<file path="src/rtl/dbg_sched_pkg.sv">
`timescale 1ns/1ps
package dbg_sched_pkg;

  typedef enum logic [1:0] {
    HO_CLEAR    = 2'd0,
    HO_EVENT    = 2'd1,
    HO_WAIT_SOF = 2'd2
  } holdoff_st_e;

  // Port may carry debug traffic at all.
  function automatic logic port_usable(input logic en, input logic d0,
                                       input logic susp, input logic rst);
    return en & d0 & ~susp & ~rst;
  endfunction

  // Normal SOF traffic keeps the device awake only when running and enabled.
  function automatic logic needs_keepalive(input logic usable, input logic run,
                                           input logic pen);
    return usable & ~(run & pen);
  endfunction

  // Grant decision at a poll instant.
  function automatic logic may_grant(input logic poll, input logic req,
                                     input logic ka, input logic ho,
                                     input logic usable, input logic busy);
    return poll & req & ~ka & ~ho & usable & ~busy;
  endfunction

  // Interval counter step: wraps to zero on the last tick.
  function automatic int unsigned step_count(input int unsigned cnt,
                                             input int unsigned last);
    return (cnt == last) ? 0 : cnt + 1;
  endfunction

endpackage

</file>
<file path="src/rtl/dbg_us_timer.sv">
`timescale 1ns/1ps
module dbg_us_timer #(
  parameter int TICKS = 100
) (
  input  logic clk,
  input  logic rst_n,
  input  logic run,
  input  logic restart,
  input  logic tick,
  output logic fire
);
  import dbg_sched_pkg::*;

  localparam int CW = (TICKS > 1) ? $clog2(TICKS) : 1;
  localparam logic [CW-1:0] LAST = CW'(TICKS - 1);

  logic [CW-1:0] cnt;
  logic          wrap;

  assign wrap = tick & (cnt == LAST);

  always_ff @(posedge clk or negedge rst_n) begin
    if (!rst_n) begin
      cnt  <= '0;
      fire <= 1'b0;
    end else if (!run || restart) begin
      cnt  <= '0;
      fire <= 1'b0;
    end else begin
      fire <= wrap;
      if (tick) cnt <= CW'(step_count(int'(cnt), int'(LAST)));
    end
  end

  // interval counter never leaves its range
  assert_cnt_in_range_R1: assert property (@(posedge clk) disable iff (!rst_n)
    cnt <= LAST);

  // a fire pulse only follows a counted tick
  assert_fire_after_tick_R1: assert property (@(posedge clk) disable iff (!rst_n)
    fire |-> $past(tick));

endmodule

</file>
<file path="src/rtl/dbg_holdoff.sv">
`timescale 1ns/1ps
module dbg_holdoff (
  input  logic clk,
  input  logic rst_n,
  input  logic port_reset,
  input  logic port_suspend,
  input  logic sof_sent,
  output logic holdoff
);
  import dbg_sched_pkg::*;

  holdoff_st_e st, st_nx;
  logic        event_on;

  assign event_on = port_reset | port_suspend;

  always_comb begin
    st_nx = st;
    case (st)
      HO_CLEAR:    if (event_on) st_nx = HO_EVENT;
      HO_EVENT:    if (!event_on) st_nx = HO_WAIT_SOF;
      HO_WAIT_SOF: begin
        if (event_on)      st_nx = HO_EVENT;
        else if (sof_sent) st_nx = HO_CLEAR;
      end
      default:     st_nx = HO_EVENT;
    endcase
  end

  always_ff @(posedge clk or negedge rst_n) begin
    if (!rst_n) st <= HO_CLEAR;
    else        st <= st_nx;
  end

  assign holdoff = (st != HO_CLEAR);

  assert_holdoff_on_event_R7: assert property (@(posedge clk) disable iff (!rst_n)
    event_on |=> holdoff);

  assert_holdoff_waits_sof_R8: assert property (@(posedge clk) disable iff (!rst_n)
    (holdoff && !sof_sent) |=> holdoff);

endmodule

</file>
<file path="src/rtl/dbg_keepalive.sv">
`timescale 1ns/1ps
module dbg_keepalive #(
  parameter int KA_US = 1000
) (
  input  logic clk,
  input  logic rst_n,
  input  logic ka_mode,
  input  logic tick,
  input  logic xfer_done,
  input  logic ka_done,
  output logic ka_req
);

  logic ka_fire;

  dbg_us_timer #(.TICKS(KA_US)) u_ka_timer (
    .clk     (clk),
    .rst_n   (rst_n),
    .run     (ka_mode),
    .restart (xfer_done),
    .tick    (tick),
    .fire    (ka_fire)
  );

  always_ff @(posedge clk or negedge rst_n) begin
    if (!rst_n)        ka_req <= 1'b0;
    else if (!ka_mode) ka_req <= 1'b0;
    else if (ka_fire)  ka_req <= 1'b1;
    else if (ka_done)  ka_req <= 1'b0;
  end

  assert_ka_held_R3: assert property (@(posedge clk) disable iff (!rst_n)
    (ka_req && !ka_done && ka_mode) |=> ka_req);

  assert_ka_only_in_mode_R4: assert property (@(posedge clk) disable iff (!rst_n)
    !ka_mode |=> !ka_req);

endmodule

</file>
<file path="src/rtl/usb_dbg_sched.sv">
`timescale 1ns/1ps
module usb_dbg_sched #(
  parameter int POLL_US = 100,
  parameter int KA_US   = 1000
) (
  input  logic clk,
  input  logic rst_n,
  input  logic us_tick,
  input  logic hc_run,
  input  logic port_enabled,
  input  logic port_suspend,
  input  logic port_reset,
  input  logic pwr_d0,
  input  logic dbg_en,
  input  logic dbg_req,
  input  logic sof_sent,
  input  logic xfer_done,
  input  logic ka_done,
  output logic dbg_grant,
  output logic ka_req,
  output logic holdoff
);
  import dbg_sched_pkg::*;

  logic usable;
  logic ka_mode;
  logic poll_fire;
  logic busy;

  assign usable  = port_usable(dbg_en, pwr_d0, port_suspend, port_reset);
  assign ka_mode = needs_keepalive(usable, hc_run, port_enabled);

  dbg_us_timer #(.TICKS(POLL_US)) u_poll (
    .clk     (clk),
    .rst_n   (rst_n),
    .run     (usable),
    .restart (1'b0),
    .tick    (us_tick),
    .fire    (poll_fire)
  );

  dbg_holdoff u_hold (
    .clk          (clk),
    .rst_n        (rst_n),
    .port_reset   (port_reset),
    .port_suspend (port_suspend),
    .sof_sent     (sof_sent),
    .holdoff      (holdoff)
  );

  dbg_keepalive #(.KA_US(KA_US)) u_ka (
    .clk       (clk),
    .rst_n     (rst_n),
    .ka_mode   (ka_mode),
    .tick      (us_tick),
    .xfer_done (xfer_done),
    .ka_done   (ka_done),
    .ka_req    (ka_req)
  );

  assign dbg_grant = may_grant(poll_fire, dbg_req, ka_req, holdoff, usable, busy);

  always_ff @(posedge clk or negedge rst_n) begin
    if (!rst_n)         busy <= 1'b0;
    else if (!usable)   busy <= 1'b0;
    else if (dbg_grant) busy <= 1'b1;
    else if (xfer_done) busy <= 1'b0;
  end

  assert_one_outstanding_R6: assert property (@(posedge clk) disable iff (!rst_n)
    (dbg_grant && !xfer_done) |=> !dbg_grant);

  assert_grant_blocked_R6: assert property (@(posedge clk) disable iff (!rst_n)
    dbg_grant |-> (!ka_req && !holdoff));

  assert_no_grant_unusable_R2: assert property (@(posedge clk) disable iff (!rst_n)
    (!pwr_d0 || !dbg_en) |-> !dbg_grant);

  assert_no_ka_sof_mode_R4: assert property (@(posedge clk) disable iff (!rst_n)
    (hc_run && port_enabled && !ka_req) |=> !ka_req);

endmodule

</file>
<file path="config.mk">
export PLATFORM = sky130hd
export DESIGN_NAME = usb_dbg_sched
export DESIGN_NICKNAME = d
export VERILOG_FILES = /design/src/rtl/dbg_sched_pkg.sv /design/src/rtl/dbg_us_timer.sv /design/src/rtl/dbg_holdoff.sv /design/src/rtl/dbg_keepalive.sv /design/src/rtl/usb_dbg_sched.sv
export SDC_FILE = /design/constraint.sdc
export NUM_CORES = 1
export LEC_CHECK = 0
export BUFFER_PORTS_ARGS = -buffer_cell sky130_fd_sc_hd__buf_4
export CORE_ASPECT_RATIO = 0.9
export CORE_MARGIN = 2
export CORE_UTILIZATION = 50
export CTS_CLUSTER_DIAMETER = 150
export CTS_CLUSTER_SIZE = 28
export DETAILED_ROUTE_END_ITERATION = 10
export PLACE_DENSITY = 0.73
export SLEW_MARGIN = 20
export SYNTH_ARGS = -nofsm -noshare
export SYNTH_HDL_FRONTEND = slang
export SYNTH_SLANG_ARGS = --single-unit
export TNS_END_PERCENT = 5
</file>
<file path="constraint.sdc">
create_clock -name clk -period 1.6 [get_ports clk]
set_input_delay 0 -clock clk [delete_from_list [all_inputs] [get_ports clk]]
set_output_delay 0 -clock clk [all_outputs]
set_load 0.05 [all_outputs]
</file>
# ---- After elaboration in Yosys (flattened, before gate mapping)
# Index checks and enable logic that the tools add are counted.
# Widths: inputs -> output; s select.
dict set report word_totals {
  register_bits 23
  inputBits 13
  out_inout_bits 3
  word_cells 63
}
dict set report op_classes {
  add_sub_neg 2
  eq_ne 10
  n_mux 19
  bitwise 19
  n_reduce_logical 6
}
# cell count
set ops {}
lappend ops {{$mux 10} 3}
lappend ops {{$mux 7} 3}
lappend ops {{$and 1x1->1} 12}
lappend ops {{$add 10x1->10 const B} 1}
lappend ops {{$eq 10x10->1 const B} 1}
lappend ops {{$mux 1} 8}
lappend ops {{$mux 2} 4}
lappend ops {{$add 7x1->7 const B} 1}
lappend ops {{$eq 7x7->1 const B} 1}
lappend ops {{$ne 3x3->1 const B} 2}
lappend ops {{$not 1->1} 6}
lappend ops {{$pmux 2 s3} 1}
lappend ops {{$ne 2x2->1 const B} 2}
lappend ops {{$reduce_bool 2->1} 2}
lappend ops {{$ne 3x2->1 const B} 1}
lappend ops {{$reduce_and 3->1} 1}
lappend ops {{$eq 2x1->1 const B} 1}
lappend ops {{$eq 2x2->1 const B} 1}
lappend ops {{$logic_not 2->1} 1}
lappend ops {{$ne 2x1->1 const B} 1}
lappend ops {{$logic_not 1->1} 1}
lappend ops {{$logic_or 1x1->1} 1}
lappend ops {{$or 1x1->1} 1}

# ---- Depth between registers and ports, before layout
# Gate-level depths: netlist of the first run.
dict set report logic_depth {
  ltp_word 7
  mapped_depth 7
}

# ---- Modules after synthesis
# From an unflattened synthesis of the first run, not the netlist that was laid out.
dict set report hier_totals {
  hier_cells 121
  hier_area_um2 1237.4
}
# mod instances cells_per_inst area_per_inst_um2
set by_module_without_submodules {}
lappend by_module_without_submodules {{dbg_us_timer at u_ka.u_ka_timer} 1 58 609.3}
lappend by_module_without_submodules {{dbg_us_timer at u_poll} 1 42 409.1}
lappend by_module_without_submodules {dbg_holdoff 1 7 92.6}
lappend by_module_without_submodules {usb_dbg_sched 1 11 80.1}
lappend by_module_without_submodules {dbg_keepalive 1 3 46.3}

# ---- Worst setup path before layout of the first run
# OpenSTA, ideal clock, no wires.
dict set report synth_timing {
  kind {register to register}
  startpoint {register u_hold.st[1]}
  endpoint {register busy}
  setup_ps 69
  arrival_time_ps 2395
  path_slack_ps -864
  path_stages_with_launch 6
  n_path_buf 0
  period_less_slack_ps 2464
  path_cell_list {dfrtp_1 nor2_1 inv_1 or3_1 nor3_1 a21o_2}
}
dict set report synth_between {
  elab_chain_len 7
  word_cells_on_any_way 8
}
# element line_no
set synth_rtl {}
lappend synth_rtl {{start, declared} dbg_holdoff.sv:12} ;# holdoff_st_e st, st_nx;
lappend synth_rtl {{start signal, assigned} dbg_holdoff.sv:32} ;# else st <= st_nx;
lappend synth_rtl {{$reduce_bool 2->1 *} dbg_holdoff.sv:35} ;# assign holdoff = (st != HO_CLEAR);
lappend synth_rtl {{net holdoff} usb_dbg_sched.sv:21} ;# output logic holdoff
lappend synth_rtl {{$not 1->1 *} dbg_sched_pkg.sv:26} ;# return poll & req & ~ka & ~ho & usable & ~busy;
lappend synth_rtl {{$and 1x1->1 * (3 in series)} dbg_sched_pkg.sv:26}
lappend synth_rtl {{net dbg_grant} usb_dbg_sched.sv:19} ;# output logic dbg_grant,
lappend synth_rtl {{$mux 1} usb_dbg_sched.sv:66} ;# else if (dbg_grant) busy <= 1'b1;
lappend synth_rtl {{$mux 1} usb_dbg_sched.sv:65} ;# else if (!usable) busy <= 1'b0;
lappend synth_rtl {{end signal, assigned} usb_dbg_sched.sv:65}
lappend synth_rtl {{end signal, assigned} usb_dbg_sched.sv:66}
lappend synth_rtl {{end signal, assigned} usb_dbg_sched.sv:67} ;# else if (xfer_done) busy <= 1'b0;
lappend synth_rtl {{end, declared} usb_dbg_sched.sv:28} ;# logic busy;
# Mark *: on every way through the listed nets, which the timed path passes. The rest lies on a longest branch.
# A chain may end at the register's enable or synchronous reset.

# ---- Final worst setup path of the first run
dict set report layout_timing {
  startpoint {input port port_reset}
  endpoint {register u_ka.u_ka_timer.cnt[8]}
}
dict set report layout_between {
  elab_chain_len 6
  word_cells_on_any_way 7
}
# element line_no
set layout_rtl {}
lappend layout_rtl {{start, declared} usb_dbg_sched.sv:12} ;# input logic port_reset,
lappend layout_rtl {{$not 1->1 *} dbg_sched_pkg.sv:13} ;# return en & d0 & ~susp & ~rst;
lappend layout_rtl {{$and 1x1->1 *} dbg_sched_pkg.sv:13}
lappend layout_rtl {{$and 1x1->1 *} dbg_sched_pkg.sv:19} ;# return usable & ~(run & pen);
lappend layout_rtl {{$logic_not 1->1 *} -}
lappend layout_rtl {{$logic_or 1x1->1 *} dbg_us_timer.sv:26} ;# end else if (!run || restart) begin
lappend layout_rtl {{$mux 10 or $reduce_bool 2->1 (tied branches)} -}
lappend layout_rtl {{end signal, assigned} dbg_us_timer.sv:31} ;# if (tick) cnt <= CW'(step_count(int'(cnt), int'(LAST)));
lappend layout_rtl {{end, declared} dbg_us_timer.sv:17} ;# logic [CW-1:0] cnt;
# Every way passes the cells marked *; elsewhere a longest branch is shown, timed or not.

==> impl_results.md, run 1 <==
* Run status: finished with violations
* Violations in the final reports: negative setup slack
* Commonest cells in the synthesized netlist: sky130_fd_sc_hd__dfrtp_1, sky130_fd_sc_hd__nor2_1, sky130_fd_sc_hd__nand2_1
* Total via count after detailed routing at 1,044
* Critical path class: input port to register
* Maximum level of the CTS H-tree at 1
* Total grt overflow at 0
* Number of design-rule violations left by the first detailed-router iteration at 31
* Slowest library cell on the worst path: sky130_fd_sc_hd__or3_1
* Post-synthesis register bit count at 23
* Largest cells by area after synthesis: sky130_fd_sc_hd__dfrtp_1, sky130_fd_sc_hd__nor2_1, sky130_fd_sc_hd__a21oi_1
* Remaining routing DRC violations at 0
* Crit path DAT at between 1.5 and 2 ns
* Sequential-to-total area share from yosys stat at 0.478
* Number of top-level design ports at 16
* Die outline width at 55.7 um
* Net count reported at finish at 172
* Portion of synthesized cell area occupied by the leading cell type at 0.478
* Unrepaired setup endpoints after global routing: yes
* Area of the die at 0.00282 mm^2
* HP Start: hc_run
* Initial core utilization at 0.542
* Startpoint of the most critical setup path: port_reset
* DR pass1 iterations at 4
* DRT antenna net count at 0
* Total non-filler cell area in the finished layout at 0.00149 mm^2
* Top delay family on crit path: simple AND/OR/NAND/NOR gates
* Series of cell instances along the critical path: dlygate4sd3_1 -> buf_4 -> nand4bb_4 -> or3_1 -> a311oi_1
* Actual slew at the worst max-slew pin at roughly 0.40 ns
* Number of flops mapped to enable cells by yosys at 0
* Path class of the lowest-slack min-delay path: input port to register
* CTS tree: yes
* First-pass GRT wire length at 4740 um
* Synth warn at 0
* Post-Place Setup Slack at around 0.016 ns
* Placed cell area at between 0.001 and 0.0015 mm^2
* Time the worst path needs with I/O delays and setup at 1.60 ns
* Count of buffer and inverter cells on the critical path at 2
* Post-route clock skew at 0.00285 ns
* Core utilization of the finished layout at 0.669
* Pin count of the biggest net entering global routing at 24
* Worst Hold Slack at ~0.017 ns
* Max rail drop VDD at 650 uV
* Number of rows in the core area at 16
* Detail Placement HPWL at 1740 um
* Insertion delay to the later sink of the worst-skew pair at 0.30 ns
* Peak Freq at ~0.62 GHz
* Cells after synthesis at 132
* Post-synthesis instance area at 0.00120 mm^2
* Kind of capture point of the worst setup path: register
* IO Port Bufs at 15
* Final count of negative-setup-slack endpoints at 1
* Buffer type at the clock tree root: sky130_fd_sc_hd__clkbuf_4
* Async set-reset flop share out of synthesis at 1.00
* Synth unique cells at 35
* Clock transition time at the flip-flop clock pins of the worst setup and hold paths at ~0.12 ns
* Startpoint of the worst-slack reg-to-reg timing path: u_ka.u_ka_timer.cnt[1]$_DFFE_PN0P_
* Total Wirelength at 2530 um
* Setup ws final at -0.00458 ns
* Number of global-route vias before repair at 1,086
* Final Hold Viols at 0
* Max_cap viols at 0
* Static leakage power at about 0.63 nW
* Routed wirelength normalized by instance count at 13.8 um
* Core footprint at 0.00222 mm^2
* Final Cycle Share at 1.00
* Number of pins exceeding their max-slew limit in the final report at 0
* Crit path largest cell delay at between 0.5 and 0.6 ns
* Number of antenna violations at the first check in global routing at 0
* Global-route usage over all layers at 0.211
* Cell area power density at approximately 640 mW/mm^2
* Weighted congestion reported at the end of routability-driven placement at 0.773
* Final setup TNS at -0.00458 ns
* Category of the worst setup path launch point: input port
* Y dimension of the die at 50.6 um
* Post-Synthesis Net Count at 147
* ANT cells at 0
* Post-synthesis area per instance at 9.13 um^2
* Required @ worst endpoint at approximately 1.8 ns
* Number of buffers added by the clock tree synthesis step at 3
* Maximum fanout along the worst path at 11
* Most frequently used cell type in the post-synthesis netlist: sky130_fd_sc_hd__dfrtp_1
* Relative slew slack at 0.733
* Dominant cell type by area after synthesis: sky130_fd_sc_hd__dfrtp_1
* Buffers from clock root to sink, at most at 2
* Predominant post-synthesis flop cell: sky130_fd_sc_hd__dfrtp_1
* Synth-to-Final Area Change at 23.5%
* Clock Sink Count at 23
* Post-detailed-route via-to-cell ratio at 5.70
* Share of layout cells above drive strength 1 at 0.212
[registers in the layout (all words and copies together), names as in the netlist]
name	flops
u_poll.fire	1
u_ka.u_ka_timer.cnt	10
u_hold.st	2
u_poll.cnt	7
u_ka.u_ka_timer.fire	1
u_ka.ka_req	1
busy	1
[metrics by stage]
stage          cells  total power, mW
2_1_floorplan    132            0.638
3_3_place_gp     170            0.679
3_5_place_dp     170            0.680
4_1_cts          183            0.961
5_1_grt          183            0.997
6_report         183            0.948
[report_power, final]
part,leakage (nW),switching [mW],internal (mW)
logic,0.296,0.0499,0.0483
registers,0.315,0.00412,0.585
clock network,0.0150,0.164,0.0973
[final cells by class]
cell class	count	area, um^2
well taps	27	33.8
repair buffers	25	206
fillers	194	734
clock buffers	4	26.3
multi-input cells	99	623
inverters	5	21.3
flip-flops and latches	23	577
[placed cells by master (no fill, tap or decap), types with 3 or more instances in the layout]
| cell type | count |
|---|---|
| sky130_fd_sc_hd__nor3_1 | 7 |
| sky130_fd_sc_hd__inv_1 | 4 |
| sky130_fd_sc_hd__nand3_1 | 7 |
| sky130_fd_sc_hd__nor2_1 | 20 |
| sky130_fd_sc_hd__xor2_1 | 4 |
| sky130_fd_sc_hd__dlygate4sd3_1 | 6 |
| sky130_fd_sc_hd__buf_4 | 18 |
| sky130_fd_sc_hd__clkbuf_4 | 3 |
| sky130_fd_sc_hd__a21oi_1 | 9 |
| sky130_fd_sc_hd__o21ai_0 | 4 |
| sky130_fd_sc_hd__dfrtp_1 | 22 |
| sky130_fd_sc_hd__nand4_1 | 5 |
| sky130_fd_sc_hd__nand2_1 | 12 |
[path summary, 6_finish.rpt]
path	end	slack (ns)	depth (start not counted)
worst min-delay path	u_ka.ka_req$_DFFE_PN0P_	0.02	3
min in group asynchronous	u_ka.u_ka_timer.cnt[3]$_DFFE_PN0P_	0.10	2
max in group asynchronous	u_ka.ka_req$_DFFE_PN0P_	1.24	2
worst max register to register	u_ka.u_ka_timer.cnt[6]$_DFFE_PN0P_	0.11	6
worst min register to register	u_poll.cnt[6]$_DFFE_PN0P_	0.50	1
worst max-delay path	u_ka.u_ka_timer.cnt[8]$_DFFE_PN0P_	-0.005	5
[cell families after synthesis]
| logic type | after synthesis | share of synthesized area |
|---|---|---|
| compound gates | 24 | 0.127 |
| buf+inv | 10 | 0.0405 |
| fa+ha+maj | 2 | 0.0208 |
| flops | 23 | 0.478 |
| xor+xnor | 4 | 0.0291 |
| simple gates | 69 | 0.305 |
[routing by layer]
metal / part of all wire / global-route usage / vias up
met4: 0.0047 / 0.0650 / 0
met1: 0.45 / 0.269 / 490
met5: 0 / 0 / -
met2: 0.48 / 0.347 / 35
li1: - / - / 517
met3: 0.062 / 0.0644 / 2
[worst min-delay path, stage by stage]
cell                     delay [ns]
sky130_fd_sc_hd__buf_4         0.08
sky130_fd_sc_hd__and2_1        0.15
sky130_fd_sc_hd__nor3_1        0.07
[timing repair]
action / CTS / global route
resized for setup: 2 / 4
setup endpoints to repair: 2 / 9
endpoints found under the hold margin: 27 / 0
setup buffers: 3 / 0
cloned: 0 / 0
pin swaps: 2 / 3
hold buffers: 6 / 0
No activity file was read; power rests on OpenSTA's default activity.
==> run 2, diff against run 1 <==
--- a/config.mk
+++ b/config.mk
@@ -6,7 +6,7 @@
 export NUM_CORES = 1
 export LEC_CHECK = 0
 export BUFFER_PORTS_ARGS = -buffer_cell sky130_fd_sc_hd__buf_4
-export CORE_ASPECT_RATIO = 0.9
+export CORE_ASPECT_RATIO = 0.6
 export CORE_MARGIN = 2
 export CORE_UTILIZATION = 50
 export CTS_CLUSTER_DIAMETER = 150
==> run 2 against run 1 <==
The flow now finishes without violations. Total power up 9.0%. Core utilization down 0.47 points. Sequential power hardly changed. Register-to-register slack worse by 0.07 ns. First-iteration DRC count grew to 3.5 times the previous value. Critical endpoint is now u_hold.st[1]$_DFFE_PN0P_. Largest cell class unchanged. Largest power group unchanged.
==> impl_results.md, run 2 (synthesis gave the netlist of run 1 again) <==
* Buffer type at the clock tree root: sky130_fd_sc_hd__clkbuf_8
* Synth-to-Final Area Change at 22.9%
* Post-detailed-route via-to-cell ratio at 5.64
* Largest registers: u_ka.u_ka_timer.cnt x10, u_poll.cnt x7, u_hold.st x2
* Most frequent cells in the layout: sky130_fd_sc_hd__dfrtp_1, sky130_fd_sc_hd__nor2_1, sky130_fd_sc_hd__buf_4
* Time the worst path needs with I/O delays and setup at 1.56 ns
* Critical path class: register to register
* Maximum level of the CTS H-tree at 1
* Insertion delay to the later sink of the worst-skew pair at 0.26 ns
* Crit path largest cell delay at 0.58 ns
* CTS tree: yes
* Global-route usage over all layers at 0.182
* Weighted congestion reported at the end of routability-driven placement at 0.892
* Maximum fanout along the worst path at 2
* DRT antenna net count at 0
* Relative slew slack at 0.756
* ANT cells at 0
* Slowest library cell on the worst path: sky130_fd_sc_hd__dlygate4sd3_1
* Die outline width at 67.4 um
* Final standard cell count with taps included and fillers excluded at 183
* Max rail drop VDD at about 540 uV
* First-pass GRT wire length at 3910 um
* Detail Placement HPWL at 1740 um
* Number of rows in the core area at 13
* Cell count of the worst reg-to-reg path at 3
* IO Port Bufs at 15
* Run status: finished, final reports clean
* Most common library cell in the layout ignoring fill and taps: sky130_fd_sc_hd__dfrtp_1
* Initial core utilization at 0.541
* Crit path DAT at 1.76 ns
* Number of buffers added by the clock tree synthesis step at 3
* Hold-critical path depth at 4
* Static leakage power at 0.621 nW
* Required @ worst endpoint at 1.80 ns
* Total Wirelength at 2470 um
* Kind of capture point of the worst setup path: register
* Actual slew at the worst max-slew pin at 0.361 ns
* Buffers from clock root to sink, at most at 2
* Pin count of the biggest net entering global routing at 24
* Unrepaired setup endpoints after global routing: yes
* Post-route clock skew at 0.00289 ns
* Number of global-route vias before repair at 882
* Max_cap viols at 0
* Number of design-rule violations left by the first detailed-router iteration at 110
* Net count reported at finish at 169
* Top reg by flops: u_ka.u_ka_timer.cnt
* Share of layout cells above drive strength 1 at 0.209
* Total power consumption of the routed design at 1.03 mW
* Peak Freq at 0.643 GHz
* Path class of the lowest-slack min-delay path: input port to register
* Flip-flop count of the largest register, all copies and words added at 10
* Area of the die at roughly 0.0028 mm^2
* Number of placed instances, taps included at 173
* Clock transition time at the flip-flop clock pins of the worst setup and hold paths at 0.08 ns
* Remaining routing DRC violations at 0
* Final Cycle Share at 0.972
* Total grt overflow at 0
* DR pass1 iterations at 4
* Cell area power density at between 600 and 700 mW/mm^2
* Number of pins exceeding their max-slew limit in the final report at 0
* Y dimension of the die at between 40 and 50 um
* Total via count after detailed routing at between 1,000 and 1,500
* Core footprint at 0.00223 mm^2
* Routed wirelength normalized by instance count at approximately 13 um
* Final Hold Viols at 0
* Number of top-level design ports at 16
* Clock Sink Count at 23
* Category of the worst setup path launch point: register
* Final count of negative-setup-slack endpoints at 0
* Series of cell instances along the critical path: a211o_2 -> a211oi_1 -> dlygate4sd3_1
* Number of antenna violations at the first check in global routing at 0
-- run 2: per-stage QoR --
step	setup slack (ns)	setup TNS [ns]	area (um^2)	util	hold WS, ns
4_1_cts	0.0141	0	1460	0.654	0.0417
6_report	0.0447	0	1480	0.665	0.0484
5_1_grt	-0.0499	-0.104	1480	0.665	0.0389
2_1_floorplan	-0.0316	-0.0316	1230	-	-0.296
3_3_place_gp	0.0960	0	1360	0.608	-0.0918
3_5_place_dp	0.0161	0	1360	0.608	-0.0919
-- run 2: where the power goes --
group          total, mW  switching (mW)  internal (mW)
clock network      0.355           0.181          0.174
registers          0.588         0.00348          0.584
logic             0.0908          0.0479         0.0429
total               1.03           0.233          0.801
-- run 2: critical path: cells and delay by family (launching register included) --
kind                   cells  cell delay (ns)
buffers and inverters      1             0.58
AO/OA/AOI/OAI              2             0.51
flip-flops                 1             0.40
-- run 2: repair_timing --
action                     CTS  global route
pin swaps                    0             1
gates resized for setup      1             3
setup buffers                0             1
hold endpoints to repair    25             0
hold buffers                 5             0
setup endpoints to repair    1             7
-- run 2: worst paths after layout --
path	endpoint	from	slack (ns)
min in group asynchronous	u_ka.u_ka_timer.cnt[8]$_DFFE_PN0P_	rst_n	0.16
max in group asynchronous	u_ka.ka_req$_DFFE_PN0P_	rst_n	1.20
max reg2reg	u_hold.st[1]$_DFFE_PN0P_	u_hold.st[0]$_DFFE_PN0P_	0.04
max	u_hold.st[1]$_DFFE_PN0P_	u_hold.st[0]$_DFFE_PN0P_	0.04
min	u_ka.ka_req$_DFFE_PN0P_	ka_done	0.05
min reg2reg	u_poll.cnt[6]$_DFFE_PN0P_	u_poll.cnt[6]$_DFFE_PN0P_	0.49
-- run 2: layout make-up --
type                       count  area (um^2)
multi-input combinational     99          618
tap                           30         37.5
clock inverter                 1         5.00
clock buffer                   3         41.3
inverter                       5         21.3
fill                         178          747
timing repair buffer          22          181
sequential                    23          577
-- run 2: metal layers --
layer | share of wire | GRT usage
met1 | 0.46 | 0.278
met2 | 0.45 | 0.267
met3 | 0.089 | 0.0484
met4 | 0.0032 | 0.0245
met5 | 0 | 0
==> run 3, diff against run 2 <==
--- a/config.mk
+++ b/config.mk
@@ -5,7 +5,7 @@
 export SDC_FILE = /design/constraint.sdc
 export NUM_CORES = 1
 export LEC_CHECK = 0
-export BUFFER_PORTS_ARGS = -buffer_cell sky130_fd_sc_hd__buf_4
+export BUFFER_PORTS_ARGS = -buffer_cell sky130_fd_sc_hd__clkbuf_2
 export CORE_ASPECT_RATIO = 0.6
 export CORE_MARGIN = 2
 export CORE_UTILIZATION = 50
==> run 3 against run 2 <==
Clock skew is 0.0013 ns lower. Setup slack worse by 0.029 ns. Final area is 0.93% higher. Largest cell class unchanged. Largest power group unchanged.
==> impl_results.md, run 3 (synthesis gave the netlist of run 1 again) <==
* Run status: finished, final reports clean
* Startpoint of the worst-slack reg-to-reg timing path: u_ka.u_ka_timer.cnt[1]$_DFFE_PN0P_
* Worst Hold Slack at around 0.07 ns
* Hold-critical path depth at 3
* Buffers from clock root to sink, at most at 2
* Weighted congestion reported at the end of routability-driven placement at 0.905
* IO Port Bufs at 15
* Clock Sink Count at 23
* Crit path largest cell delay at ~0.45 ns
* Die outline width at slightly below 70 um
* Remaining routing DRC violations at 0
* Number of rows in the core area at 13
* Number of design-rule violations left by the first detailed-router iteration at between 50 and 60
* Flip-flop count of the largest register, all copies and words added at 10
* Total non-filler cell area in the finished layout at 0.00150 mm^2
* Total via count after detailed routing at 1,092
* Count of buffer and inverter cells on the critical path at 1
* Pin count of the biggest net entering global routing at 24
* DRT antenna net count at 0
* CTS tree: yes
* Actual slew at the worst max-slew pin at 0.545 ns
* Maximum fanout along the worst path at 4
* Category of the worst setup path launch point: register
* Worst reg-to-reg setup slack at 0.02 ns
* Initial core utilization at 0.541
* Clock transition time at the flip-flop clock pins of the worst setup and hold paths at 0.08 ns
* Time the worst path needs with I/O delays and setup at 1.58 ns
* Endpoint of the lowest-slack register-to-register path: u_ka.u_ka_timer.cnt[0]$_DFFE_PN0P_
* Maximum level of the CTS H-tree at 1
* Final count of negative-setup-slack endpoints at 0
* Routed wirelength normalized by instance count at ~14 um
* Most frequent cells in the layout: sky130_fd_sc_hd__dfrtp_1, sky130_fd_sc_hd__nor2_1, sky130_fd_sc_hd__clkbuf_2
* Relative slew slack at 0.636
* Y dimension of the die at 42.0 um
* Required @ worst endpoint at 1.80 ns
* Core utilization of the finished layout at 0.671
* Number of global-route vias before repair at 983
* Unrepaired setup endpoints after global routing: yes
* Placed cell area at 0.00133 mm^2
* DR pass1 iterations at 4
* Number of placed instances, taps included at between 150 and 200
* Number of top-level design ports at 16
* Filler cell count at 179
* Cell count of the worst reg-to-reg path at 6
* HP Start: port_enabled
* Number of antenna violations at the first check in global routing at 0
* Most common library cell in the layout ignoring fill and taps: sky130_fd_sc_hd__dfrtp_1
* Synth-to-Final Area Change at 24.1%
* Peak Freq at 0.631 GHz
* Post-route clock skew at 0.00163 ns
* Kind of capture point of the worst setup path: register
* Detail Placement HPWL at ~1800 um
* Final Cycle Share at 0.990
* Area of the die at 0.00283 mm^2
* Top reg by flops: u_ka.u_ka_timer.cnt
* Max_cap viols at 0
* Net count reported at finish at roughly 170
* Final standard cell count with taps included and fillers excluded at 187
* Slowest library cell on the worst path: sky130_fd_sc_hd__dfrtp_1
* Number of pins exceeding their max-slew limit in the final report at 0
* ANT cells at 0
* Core footprint at roughly 0.0022 mm^2
* Largest registers: u_ka.u_ka_timer.cnt x10, u_poll.cnt x7, u_hold.st x2
* Max rail drop VDD at 483 uV
* Post-detailed-route via-to-cell ratio at 5.84
* Static leakage power at roughly 0.63 nW
* Number of buffers added by the clock tree synthesis step at 3
* Series of cell instances along the critical path: ha_4 -> nand4b_1 -> nor3_4 -> buf_4 -> or3_1 -> a21oi_2
* Buffer type at the clock tree root: sky130_fd_sc_hd__clkbuf_8
* Total Wirelength at 2710 um
* First-pass GRT wire length at 4270 um
* Multi-input gate area in the final layout at 633 um^2
* Final Hold Viols at 0
* Cell area power density at 691 mW/mm^2
* Final setup TNS at 0 ns
* Area occupied by registers at roughly 580 um^2
* Path class of the lowest-slack min-delay path: input port to register
* Share of layout cells above drive strength 1 at 0.255
* Crit path DAT at 1.78 ns
* Top delay family on crit path: simple AND/OR/NAND/NOR gates
* Total grt overflow at 0
* Critical path class: register to register
* Insertion delay to the later sink of the worst-skew pair at 0.27 ns
* Global-route usage over all layers at 0.204
* Min-Delay Endpoint: u_ka.ka_req$_DFFE_PN0P_
## run 3: layout make-up
class                           instances  share of cell area
Timing Repair Buffer                   26               0.120
Tap cell                               30              0.0251
Inverter                                5              0.0142
Clock buffer                            3              0.0276
Sequential cell                        23               0.387
Clock inverter                          1             0.00335
Multi-Input combinational cell         99               0.423
## run 3: power breakdown
part / total [mW] / switching (mW) / leakage (nW) / internal [mW]
logic: 0.0845 / 0.0490 / 0.296 / 0.0355
registers: 0.588 / 0.00361 / 0.313 / 0.584
clock network: 0.361 / 0.187 / 0.0255 / 0.174
## run 3: worst max path at each step
stage | slack, ns | endpoint | cells after the start | start
6_report | 0.02 | u_ka.u_ka_timer.cnt[0]$_DFFE_PN0P_ | 6 | u_ka.u_ka_timer.cnt[1]$_DFFE_PN0P_
5_1_grt | -0.06 | u_hold.st[1]$_DFFE_PN0P_ | 3 | u_hold.st[0]$_DFFE_PN0P_
4_1_cts | 0.02 | dbg_grant | 5 | u_hold.st[0]$_DFFE_PN0P_
3_5_place_dp | 0.02 | u_ka.u_ka_timer.cnt[6]$_DFFE_PN0P_ | 6 | u_ka.u_ka_timer.cnt[0]$_DFFE_PN0P_
3_3_place_gp | 0.10 | u_ka.u_ka_timer.cnt[6]$_DFFE_PN0P_ | 6 | u_ka.u_ka_timer.cnt[0]$_DFFE_PN0P_
2_1_floorplan | -0.03 | busy$_DFFE_PN0P_ | 5 | u_hold.st[0]$_DFFE_PN0P_
## run 3: repair_timing
item | in CTS | in global routing
gates resized for setup | 3 | 6
buffers inserted | 0 | 3
hold buffers | 5 | 0
endpoints found under the hold margin | 25 | 0
setup endpoints to repair | 2 | 10
pin swaps | 0 | 2
## run 3: tightest hold or removal path, stage by stage
cell and delay (ns):
sky130_fd_sc_hd__clkbuf_2 0.07, sky130_fd_sc_hd__and2_1 0.16, sky130_fd_sc_hd__nor3_1 0.07
## run 3: per-stage QoR
stage,total power [mW],setup WS (ns)
after global routing,1.08,-0.0585
after detailed placement,0.672,0.0210
after floorplan,0.638,-0.0316
after CTS,1.04,0.0224
after global placement,0.671,0.105
final,1.03,0.0154
## run 3: metal layers
| layer | share of wire | GRT usage | routed length (um) |
|---|---|---|---|
| met1 | 0.42 | 0.292 | 1120 |
| met2 | 0.48 | 0.299 | 1290 |
| met3 | 0.090 | 0.0618 | 244 |
| met4 | 0.018 | 0.0612 | 50 |
| met5 | 0 | 0 | 0 |
